==> src/rtl/dacreg_pkg.sv <==
package dacreg_pkg;

  // Decoded frame events; at most one field is set per frame.
  typedef struct packed {
    logic wr;       // plain write, channel 0
    logic wr_up;    // immediate write, channel 0
    logic wr_all;   // broadcast write
    logic ld_sw;    // software load, channel 0 selected
    logic clr_sw;   // software clear
    logic set_mode; // block / write-through select
    logic pwr_dn;   // power-down select
    logic rd_pre;   // read staging
    logic rd_out;   // read output
    logic rd_cfg;   // read configuration
  } dec_t;

  localparam logic [4:0] OP_WR    = 5'b00001;
  localparam logic [4:0] OP_WRUP  = 5'b00010;
  localparam logic [4:0] OP_WRALL = 5'b00100;
  localparam logic [4:0] OP_RDPRE = 5'b10010;
  localparam logic [4:0] OP_RDOUT = 5'b10011;
  localparam logic [7:0] CMD_CLR  = 8'h01;
  localparam logic [7:0] CMD_LD   = 8'h18;
  localparam logic [7:0] CMD_MODE = 8'h28;
  localparam logic [7:0] CMD_PD   = 8'h30;
  localparam logic [7:0] CMD_RDCF = 8'hA0;

  // Map a command byte and channel-0 mask bit to events.
  function automatic dec_t decode(input logic [7:0] cmd, input logic mask0);
    dec_t e;
    logic ch0;
    e   = '0;
    ch0 = (cmd[2:0] == 3'b000);
    case (cmd[7:3])
      OP_WR:    e.wr     = ch0;
      OP_WRUP:  e.wr_up  = ch0;
      OP_WRALL: e.wr_all = 1'b1;
      OP_RDPRE: e.rd_pre = ch0;
      OP_RDOUT: e.rd_out = ch0;
      default: ;
    endcase
    case (cmd)
      CMD_CLR:  e.clr_sw   = 1'b1;
      CMD_LD:   e.ld_sw    = mask0;
      CMD_MODE: e.set_mode = 1'b1;
      CMD_PD:   e.pwr_dn   = 1'b1;
      CMD_RDCF: e.rd_cfg   = 1'b1;
      default: ;
    endcase
    return e;
  endfunction

endpackage

==> src/rtl/dacreg_decode.sv <==
module dacreg_decode
  import dacreg_pkg::*;
#(
  parameter int CMD_W = 8
) (
  input  logic             frm_valid,
  input  logic [CMD_W-1:0] frm_cmd,
  input  logic             mask0,
  output dec_t             ev
);
  always_comb begin
    ev = '0;
    if (frm_valid) ev = decode(frm_cmd[7:0], mask0);
  end
endmodule

==> src/rtl/dacreg_cfg.sv <==
module dacreg_cfg #(
  parameter int DW = 16
) (
  input  logic          clk,
  input  logic          rst_n,
  input  logic          clr_any,
  input  logic          set_mode,
  input  logic          pwr_dn,
  input  logic [DW-1:0] data,
  output logic          blk,
  output logic          term,
  output logic          flt
);
  localparam int HB = DW / 2;

  always_ff @(posedge clk) begin
    if (!rst_n || clr_any) begin
      blk  <= 1'b1;
      term <= 1'b0;
      flt  <= 1'b0;
    end else begin
      if (set_mode) blk <= data[0];
      if (pwr_dn) begin
        term <= data[0];
        flt  <= data[HB] & ~data[0];
      end
    end
  end

  // both selects set leaves termination only
  a_r8_term_wins: assert property (@(posedge clk) disable iff (!rst_n)
    (pwr_dn && !clr_any && data[0] && data[HB]) |=> (term && !flt));

  // mode command takes data bit 0
  a_r7_mode_bit: assert property (@(posedge clk) disable iff (!rst_n)
    (set_mode && !clr_any) |=> (blk == $past(data[0])));
endmodule

==> src/rtl/dacreg_data.sv <==
module dacreg_data #(
  parameter int DW = 16
) (
  input  logic          clk,
  input  logic          rst_n,
  input  logic          clr_any,
  input  logic          mid_sel,
  input  logic          ld_pin,
  input  logic          ld_sw,
  input  logic          wr_pre,
  input  logic          wr_out,
  input  logic [DW-1:0] data,
  output logic [DW-1:0] pre_q,
  output logic [DW-1:0] out_q
);
  function automatic logic [DW-1:0] pwrup_code(input logic mid);
    return mid ? (DW'(1) << (DW - 1)) : '0;
  endfunction

  logic [DW-1:0] pre_n;
  logic          ld_any;

  assign pre_n  = wr_pre ? data : pre_q;
  assign ld_any = ld_pin | ld_sw;

  always_ff @(posedge clk) begin
    if (!rst_n || clr_any) begin
      pre_q <= pwrup_code(mid_sel);
      out_q <= pwrup_code(mid_sel);
    end else begin
      pre_q <= pre_n;
      if (ld_any)      out_q <= pre_n;
      else if (wr_out) out_q <= data;
    end
  end

  // clear lands on the power-up code
  a_r9_clear_value: assert property (@(posedge clk) disable iff (!rst_n)
    clr_any |=> (out_q == pwrup_code($past(mid_sel)) && pre_q == out_q));

  // held load keeps output equal to staging
  a_r6_follow: assert property (@(posedge clk) disable iff (!rst_n)
    (ld_pin && !clr_any) |=> (out_q == pre_q));

  // a staging-only write does not move the output
  a_r2_block_hold: assert property (@(posedge clk) disable iff (!rst_n)
    (wr_pre && !wr_out && !ld_any && !clr_any) |=> $stable(out_q));
endmodule

==> src/rtl/dacreg_rdbk.sv <==
module dacreg_rdbk #(
  parameter int DW = 16
) (
  input  logic          clk,
  input  logic          rst_n,
  input  logic          rd_pre,
  input  logic          rd_out,
  input  logic          rd_cfg,
  input  logic [DW-1:0] pre_q,
  input  logic [DW-1:0] out_q,
  input  logic [DW-1:0] cfg_word,
  output logic          rb_load,
  output logic [DW-1:0] rb_data
);
  logic          rd_any;
  logic [DW-1:0] sel;

  assign rd_any = rd_pre | rd_out | rd_cfg;

  always_comb begin
    sel = cfg_word;
    if (rd_pre)      sel = pre_q;
    else if (rd_out) sel = out_q;
  end

  always_ff @(posedge clk) begin
    if (!rst_n) begin
      rb_load <= 1'b0;
      rb_data <= '0;
    end else begin
      rb_load <= rd_any;
      if (rd_any) rb_data <= sel;
    end
  end

  // configuration read returns the word held before the edge
  a_r10_cfg_read: assert property (@(posedge clk) disable iff (!rst_n)
    rd_cfg |=> (rb_load && rb_data == $past(cfg_word)));
endmodule

==> src/rtl/dacreg_ctrl.sv <==
module dacreg_ctrl
  import dacreg_pkg::*;
#(
  parameter int DW    = 16,
  parameter int CMD_W = 8
) (
  input  logic             clk,
  input  logic             rst_n,
  input  logic             frm_valid,
  input  logic [CMD_W-1:0] frm_cmd,
  input  logic [DW-1:0]    frm_data,
  input  logic             ld_n,
  input  logic             clr_n,
  input  logic             mid_sel,
  output logic [DW-1:0]    dac_code,
  output logic             pd_float,
  output logic             pd_term,
  output logic             rb_load,
  output logic [DW-1:0]    rb_data
);
  dec_t          ev;
  logic          blk, term, flt;
  logic          clr_any, wr_pre, wr_out, unk_frame;
  logic [DW-1:0] pre_q, out_q, cfg_word;

  dacreg_decode #(.CMD_W(CMD_W)) u_dec (
    .frm_valid(frm_valid), .frm_cmd(frm_cmd), .mask0(frm_data[0]), .ev(ev)
  );

  assign clr_any   = ~clr_n | ev.clr_sw;
  assign wr_pre    = ev.wr | ev.wr_up | ev.wr_all;
  assign wr_out    = (ev.wr & ~blk) | ev.wr_up | ev.wr_all;
  assign unk_frame = frm_valid && (ev == '0);
  assign cfg_word  = {{(DW-3){1'b0}}, blk, term, flt};

  dacreg_cfg #(.DW(DW)) u_cfg (
    .clk(clk), .rst_n(rst_n), .clr_any(clr_any), .set_mode(ev.set_mode),
    .pwr_dn(ev.pwr_dn), .data(frm_data), .blk(blk), .term(term), .flt(flt)
  );

  dacreg_data #(.DW(DW)) u_data (
    .clk(clk), .rst_n(rst_n), .clr_any(clr_any), .mid_sel(mid_sel),
    .ld_pin(~ld_n), .ld_sw(ev.ld_sw), .wr_pre(wr_pre), .wr_out(wr_out),
    .data(frm_data), .pre_q(pre_q), .out_q(out_q)
  );

  dacreg_rdbk #(.DW(DW)) u_rdbk (
    .clk(clk), .rst_n(rst_n), .rd_pre(ev.rd_pre), .rd_out(ev.rd_out),
    .rd_cfg(ev.rd_cfg), .pre_q(pre_q), .out_q(out_q), .cfg_word(cfg_word),
    .rb_load(rb_load), .rb_data(rb_data)
  );

  assign dac_code = out_q;
  assign pd_float = flt;
  assign pd_term  = term;

  // an unassigned frame leaves every register alone
  a_r11_unknown_idle: assert property (@(posedge clk) disable iff (!rst_n)
    (unk_frame && clr_n && ld_n) |=> ($stable(out_q) && $stable(pre_q) && $stable(cfg_word)));

  // the two power-down outputs are never both high
  a_r8_exclusive: assert property (@(posedge clk) disable iff (!rst_n)
    !(pd_float && pd_term));
endmodule

==> config.mk <==
export PLATFORM = sky130hd
export DESIGN_NAME = dacreg_ctrl
export DESIGN_NICKNAME = d
export VERILOG_FILES = /design/src/rtl/dacreg_pkg.sv /design/src/rtl/dacreg_decode.sv /design/src/rtl/dacreg_cfg.sv /design/src/rtl/dacreg_data.sv /design/src/rtl/dacreg_rdbk.sv /design/src/rtl/dacreg_ctrl.sv
export SDC_FILE = /design/constraint.sdc
export NUM_CORES = 1
export LEC_CHECK = 0
export ABC_AREA = 1
export CORE_AREA = 2 2 85 87
export CTS_CLUSTER_DIAMETER = 40
export DETAILED_ROUTE_END_ITERATION = 10
export DIE_AREA = 0 0 87 89
export DONT_BUFFER_PORTS = 1
export GPL_TIMING_DRIVEN = 0
export SYNTH_ARGS = -nofsm -noshare
export SYNTH_HDL_FRONTEND = slang
export SYNTH_HIERARCHICAL = 1
export SYNTH_SLANG_ARGS = --single-unit
==> constraint.sdc <==
create_clock -name clk -period 3.5 [get_ports clk]
set_input_delay 1.05 -clock clk [delete_from_list [all_inputs] [get_ports clk]]
set_output_delay 1.05 -clock clk [all_outputs]
set_load 0.01 [all_outputs]
======== After elaboration in Yosys (flattened, before gate mapping) ========
Index checks and enable logic that the tools add are counted.
storage, ports and cells
  register bits after elaboration ......... 52
  latch bits .............................. 0
  memory bits (writable) .................. 0
  memory bits (read-only) ................. 0
  input port bits ......................... 30
  output and inout port bits .............. 35
  word-level logic and storage cells ...... 54
  memories ................................ 0
operators by class
  $add $sub $neg .......................... 0
  multiply operators ...................... 0
  divide/modulo/power cells ............... 0
  $lt $le $gt $ge ......................... 0
  equality and inequality tests ........... 10
  shifts and indexed selects .............. 0
  multiplexer cells ....................... 19
  bitwise operators ....................... 14
  reduce and logical (&&, ||, !) cells .... 4
operator list
  operator              number
  $mux W16              8
  $eq A8 B6 Y1 const B  2
  $eq A5 B5 Y1 const B  2
  $mux W1               10
  $mux W10              1
  $eq A8 B1 Y1 const B  1
  $eq A8 B5 Y1 const B  1
  $eq A8 B8 Y1 const B  1
  $or A1 B1 Y1          8
  $eq A5 B1 Y1 const B  1
  $eq A5 B2 Y1 const B  1
  $eq A5 B3 Y1 const B  1
  $not A1 Y1            4
  $logic_not A3 Y1      1
  $reduce_bool A3 Y1    1
  $and A1 B1 Y1         2
  $logic_not A1 Y1      1
  $logic_or A1 B1 Y1    1

======== Longest topological paths before layout ========
Gate-level depths: netlist of the first run.
  word-level depth ........................ 9
  depth in mapped cells ................... 13
  depth with buffers taken out ............ 11

======== Modules after synthesis ========
The synthesis of the first run kept the hierarchy.
by module, submodules not included
  module         instances  cells an instance  area each (um2)  sequential area each (um2)
  dacreg_data    1          165                1411.4           800.8
  dacreg_rdbk    1          228                1401.3           340.3
  dacreg_decode  1          39                 173.9            0.0
  dacreg_cfg     1          17                 131.4            60.1
  dacreg_ctrl    1          10                 40.0             0.0

======== Worst setup path before layout of the first run ========
No wires, ideal clock.
  kind .................................... input-to-reg
  start ................................... input frm_cmd[0]
  end ..................................... register u_data.out_q[0] (enable)
  library setup time ...................... 372 ps
  arrival time ............................ 2120 ps
  path slack .............................. 1008 ps
  stages .................................. 6
  cell sequence ........................... nor2_2 -> nand3_2 -> nor2_1 -> nor2_4 -> buf_4 -> nand2_1
RTL lines
  element                 line               RTL
  start: declaration      dacreg_ctrl.sv:10  input logic [CMD_W-1:0] frm_cmd,
  end signal: assignment  dacreg_data.sv:29  out_q <= pwrup_code(mid_sel);
  end signal: assignment  dacreg_data.sv:32  if (ld_any) out_q <= pre_n;
  end signal: assignment  dacreg_data.sv:33  else if (wr_out) out_q <= data;
  end: declaration        dacreg_data.sv:14  output logic [DW-1:0] out_q

==> results of run 1 <==
-- cells in the final DEF, fill, tap and decap left out, types with 3 or more instances in the layout --
master	netlist	routed
a21oi_1	39	39
a21oi_2	12	12
buf_2	7	7
buf_4	5	5
buf_6	7	7
clkbuf_8	0	5
conb_1	1	13
dfxtp_1	36	36
edfxtp_1	16	16
inv_1	80	80
inv_2	3	3
nand2_1	130	130
nand2_2	5	5
nand3_1	31	31
nand3_2	10	10
nor2_1	46	46
nor2_2	5	5
o21ai_0	9	9
o21ai_1	6	6
-- power by group through the flow --
stage | sequential (W) | combinational [W] | clock [W]
6_report | 0.000659 | 0.0000874 | 0.000370
3_5_place_dp | 0.000674 | 0.0000868 | 0
5_1_grt | 0.000662 | 0.000102 | 0.000401
4_1_cts | 0.000660 | 0.0000872 | 0.000379
3_3_place_gp | 0.000674 | 0.0000860 | 0
2_1_floorplan | 0.000668 | 0.0000704 | 0
-- cell families (layout without fill, tap and decap cells) --
| family | after synthesis | in the layout | synth area share [%] |
|---|---|---|---|
| AO/OA/AOI/OAI | 67 | 67 | 12.1 |
| buffers and inverters | 108 | 116 | 17.2 |
| flip-flops | 52 | 52 | 38.0 |
| other | 1 | 13 | 0.119 |
| AND/OR/NAND/NOR | 231 | 231 | 32.6 |
-- per-layer routing --
layer,vias up,GRT usage [%]
li1,1428,-
met1,1120,27.0
met2,58,33.9
met3,9,4.34
met4,0,5.26
met5,-,0
-- worst paths after layout --
kind | from | endpoint | slack [ns] | cells after the start
worst max register to register | u_cfg/blk | u_data/out_q[13] | 1.95 | 5
worst min-delay path | u_data/pre_q[5] | u_data/pre_q[5] | 0.49 | 2
worst min register to register | u_data/pre_q[5] | u_data/pre_q[5] | 0.49 | 2
worst max-delay path | frm_cmd[0] | u_data/out_q[13] | 1.00 | 6
-- worst max-delay path, delay by kind of cell --
| kind | cells | cell delay, ns |
|---|---|---|
| buf+inv | 1 | 0.19 |
| simple gates | 5 | 1.20 |
-- area by class of cell --
type                            instances  area, sq um  area share [%]
Multi-Input combinational cell        311         1460            43.0
Sequential cell                        52         1200            35.3
Clock inverter                          3         26.3           0.773
Inverter                               86          340            10.0
Tap cell                               80          100            2.95
Clock buffer                            5         68.8            2.03
Buffer                                 22          201            5.93
-- synthesized netlist by cell type (2+ instances only) --
master,number
a21oi_1,39
a21oi_2,12
buf_2,7
buf_4,5
buf_6,7
buf_8,2
dfxtp_1,36
edfxtp_1,16
inv_1,80
inv_2,3
inv_8,2
nand2_1,130
nand2_2,5
nand3_1,31
nand3_2,10
nor2_1,46
nor2_2,5
o21ai_0,9
o21ai_1,6
-- per-stage QoR --
step,instances,hold WS [ns],setup WS [ns],instance area (sq um),total power (W)
after floorplan,471,0.443,1.01,3200,0.000738
after CTS,559,0.494,0.988,3400,0.00113
final,559,0.492,1.00,3400,0.00112
after global routing,559,0.526,0.879,3400,0.00116
after global placement,551,0.474,0.642,3300,0.000760
after detailed placement,551,0.478,0.656,3300,0.000761
-- registers in the layout, indices dropped and copies added, names as in the netlist --
name	count
u_cfg/blk	1
u_cfg/flt	1
u_cfg/term	1
u_rdbk/rb_data	16
u_rdbk/rb_load	1
u_data/pre_q	16
u_data/out_q	16
==> impl_metrics.json, run 1 <==
{
  "synthArstFlopShare_pct": 0,
  "antenna_found_initial": 0,
  "ir_drop_v": 0.000154,
  "switching_share_pct": 27.0,
  "nFillCells": 706,
  "ys_ff_latch": 52,
  "synth.avg_cell_area_sq_um": 6.88,
  "outcome": "completed",
  "drt_iter0_drc": 64,
  "holdBufCountCts": 0,
  "arrival_ns": 2.44,
  "finalWeightedCongestion": 0.784,
  "die_h_um": 89,
  "cap_violations": 0,
  "synth_top_flop_cell": "dfxtp_1",
  "path_clk_slew_ns": 0.10,
  "die_w_um": 87,
  "cts_num_sinks": 52,
  "port_buffers": 0,
  "wl_met2_um": 3380,
  "fin_crit_ns": 2.50,
  "ys_warn_count": 6,
  "finalSetupViolations": 0,
  "grt_start_max_net_pins": 19,
  "p_seq_share_pct": 59.0,
  "post_cts_resized": 0,
  "worst_setup_path_start_kind": "primary input",
  "seq_area_frac_synth_pct": 38.0,
  "critical_path_class": "primary input to register",
  "clockBufferDepth": 2,
  "hold_violations": 0,
  "p_per_area_nw_per_um2": 328,
  "cp_slowest_cell": "nand2_1",
  "grt.total_usage_pct": 20.4,
  "synth_area_sq_um": 3160,
  "drc": 0,
  "cp.required_ns": 3.45,
  "slowest_delay_ns": 0.59,
  "netlist_instances": 459,
  "start_util_pct": 47.0,
  "rsz0062_at_grt": "no",
  "min_path_type": "register to register",
  "routed_wl_um": 7470,
  "cts_made_buffers": 5,
  "worstPathCellList": "nor2_2, nand3_2, nor2_1, nor2_4, buf_4, nand2_1",
  "fin_nets": 508,
  "period_share_pct": 71.3,
  "slew_headroom_pct": 47.7,
  "cp-end-kind": "register",
  "clock_skew_ns": 0.00753,
  "vias": 2615,
  "top_layer": "met4",
  "grt_pass1_vias": 2519,
  "place_hpwl_um": 5750,
  "cts_tree": "built",
  "fp.dieArea_sq_um": 7740,
  "slew_violations": 0,
  "worstMarginPinSlew_ns": 0.782,
  "htree_num_levels": 2,
  "internal_power_w": 0.000815,
  "fin_setup_tns_ns": 0,
  "syn_to_final_growth_pct": 7.61,
  "final_core_util_pct": 50.6,
  "firstDrtPassIters": 4,
  "p_comb_share_pct": 7.8,
  "synth-edff-count": 16,
  "post_cts_buffers": 0,
  "wl_met1_um": 3610,
  "core-area_sq_um": 6720,
  "crit_fanout": 16,
  "synth_top_area_share_pct": 22.8,
  "wl_per_cell_um": 13.4,
  "grt_overflow_total": 0,
  "wl_met3_um": 388,
  "pwr-share-clk_pct": 33.1,
  "viasPerCell": 4.68,
  "switchingPower_w": 0.000301,
  "rows": 30,
  "pin_count": 65,
  "synth_cell_type_count": 27,
  "drive_gt1_share_pct": 14.8,
  "synth_top_area_cell": "dfxtp_1",
  "ys_top_cells_by_area": "dfxtp_1 23%, nand2_1 15%, edfxtp_1 15%",
  "clk_latency_ns": 0.31,
  "grt_pass1_wl_um": 12300,
  "n_antenna_cell": 0,
  "postRouteAntennaNets": 0,
  "max_freq_mhz": 401,
  "cts-root-buf": "clkbuf_8",
  "p_leak_nw": 1.70
}
Note: power is estimated with default switching activity, not from simulation.
==> run 2: changes to the inputs <==
clock period = 2 ns   (was 3.5 ns; I/O delays follow)
==> run 2 against run 1 <==
  * Clock power grew 66%
  * Sequential power is 75% higher
  * Power is 72% higher
  * First-iteration DRC count grew 33%
  * Clock-buffer cell count is 1 higher
  * Combinational power increased by 77%
==> impl_metrics.json, run 2 (synthesis gave the netlist of run 1 again) <==
{
  "outcome": "completed",
  "routed_wl_um": 7330,
  "htree_num_levels": 2,
  "fin_crit_ns": 1.79,
  "hold_violations": 0,
  "path_delay_family": "simple AND/OR/NAND/NOR gates",
  "fp.dieArea_sq_um": 7740,
  "p_per_area_nw_per_um2": 566,
  "slowest_delay_ns": 0.34,
  "postRouteAntennaNets": 0,
  "ir_drop_v": 0.000279,
  "post-place-ws_ns": -0.138,
  "worst_slack_ns": 0.206,
  "place_hpwl_um": 5780,
  "worstPathCellList": "nor2_2, nand3_2, nor2_1, nor2_4, buf_4, nand2_2",
  "worst_setup_path_start_kind": "primary input",
  "rows": 30,
  "wl_per_cell_um": 13.1,
  "cp_slowest_cell": "nand2_2",
  "largestRegisters": "u_data/out_q (16), u_data/pre_q (16), u_rdbk/rb_data (16)",
  "hold_depth": 2,
  "drive_gt1_share_pct": 14.8,
  "layout_commonest_cell": "nand2_1",
  "antenna_found_initial": 0,
  "grt_pass1_wl_um": 12100,
  "drc": 0,
  "clk_latency_ns": 0.30,
  "fin_setup_tns_ns": 0,
  "internal_power_w": 0.00142,
  "finalWeightedCongestion": 0.769,
  "p_leak_nw": 1.70,
  "post_cts_buffers": 0,
  "period_share_pct": 89.7,
  "cts_made_buffers": 5,
  "clockBufferDepth": 2,
  "clock_skew_ns": 0.00457,
  "cp.depth": 6,
  "drt_iter0_drc": 85,
  "path_clk_slew_ns": 0.10,
  "switchingPower_w": 0.000502,
  "rrSetupSlack_ns": 0.75,
  "die_h_um": 89,
  "grt_pass1_vias": 2537,
  "grt_overflow_total": 0,
  "cp-end-kind": "register",
  "cts_tree": "built",
  "crit_fanout": 16,
  "slew_violations": 0,
  "vias": 2640,
  "min_path_type": "primary input to register",
  "critPathBufInv": 1,
  "critical_path_class": "primary input to register",
  "finalSetupViolations": 0,
  "holdBufCountCts": 0,
  "die_w_um": 87,
  "syn_to_final_growth_pct": 7.49,
  "cts_num_sinks": 52,
  "post_cts_resized": 0,
  "layout.cells.most_common_list": "129 x nand2_1, 80 x inv_1, 46 x nor2_1",
  "cap_violations": 0,
  "n_antenna_cell": 0,
  "max_freq_mhz": 557,
  "final_core_util_pct": 50.5,
  "ff2ff_path_depth": 5,
  "arrival_ns": 1.76,
  "p_comb_share_pct": 8.1,
  "firstDrtPassIters": 4,
  "p_seq_share_pct": 60.0,
  "rsz0062_at_grt": "no",
  "pwr-share-clk_pct": 32.0,
  "cp.required_ns": 1.96,
  "fin_nets": 508,
  "port_buffers": 0,
  "grt_start_max_net_pins": 17,
  "start_util_pct": 47.0,
  "hold_slack_ns": 0.389,
  "pin_count": 65,
  "cts-root-buf": "clkbuf_8",
  "grt.total_usage_pct": 20.0,
  "switching_share_pct": 26.1,
  "core-area_sq_um": 6720,
  "viasPerCell": 4.72
}
run 2: stage by stage:
step	cells	cell area (sq um)	total power (W)
4_1_cts	559	3390	0.00194
5_1_grt	559	3390	0.00201
6_report	559	3390	0.00192
3_5_place_dp	551	3310	0.00133
3_3_place_gp	551	3310	0.00133
2_1_floorplan	471	3210	0.00129
run 2: cell type report:
cell class              instances  area [sq um]
clock inverters                 2          16.3
fillers                       667          3320
plain buffers                  22           201
inverters                      86           340
multi-input cells             311          1460
well taps                      80           100
clock buffers                   6          72.6
flip-flops and latches         52          1200
run 2: path summary, 6_finish.rpt:
check         startpoint                to
max           frm_cmd[0]  u_data/out_q[13]
min          frm_data[0]         u_cfg/blk
max reg2reg    u_cfg/blk  u_data/out_q[13]
min reg2reg    u_cfg/blk         u_cfg/blk
run 2: power by group through the flow:
stage | registers [W] | logic, W | clock network (W)
3_5_place_dp | 0.00118 | 0.000154 | 0
3_3_place_gp | 0.00118 | 0.000152 | 0
2_1_floorplan | 0.00117 | 0.000124 | 0
4_1_cts | 0.00115 | 0.000154 | 0.000629
5_1_grt | 0.00116 | 0.000179 | 0.000671
6_report | 0.00115 | 0.000155 | 0.000615
run 2: metal layers:
| layer | vias up | routed length, um | track usage (%) |
|---|---|---|---|
| met1 | 1131 | 3340 | 25.8 |
| li1 | 1429 | - | - |
| met2 | 74 | 3290 | 32.3 |
| met4 | 0 | 92 | 5.11 |
| met3 | 6 | 611 | 6.56 |
| met5 | - | 0 | 0 |
==> run 3: changes to the inputs <==
GPL_ROUTABILITY_DRIVEN = 0   (was unset)
==> results of run 3 <==
Final layout, timing and power as in run 2 (identical DEF).
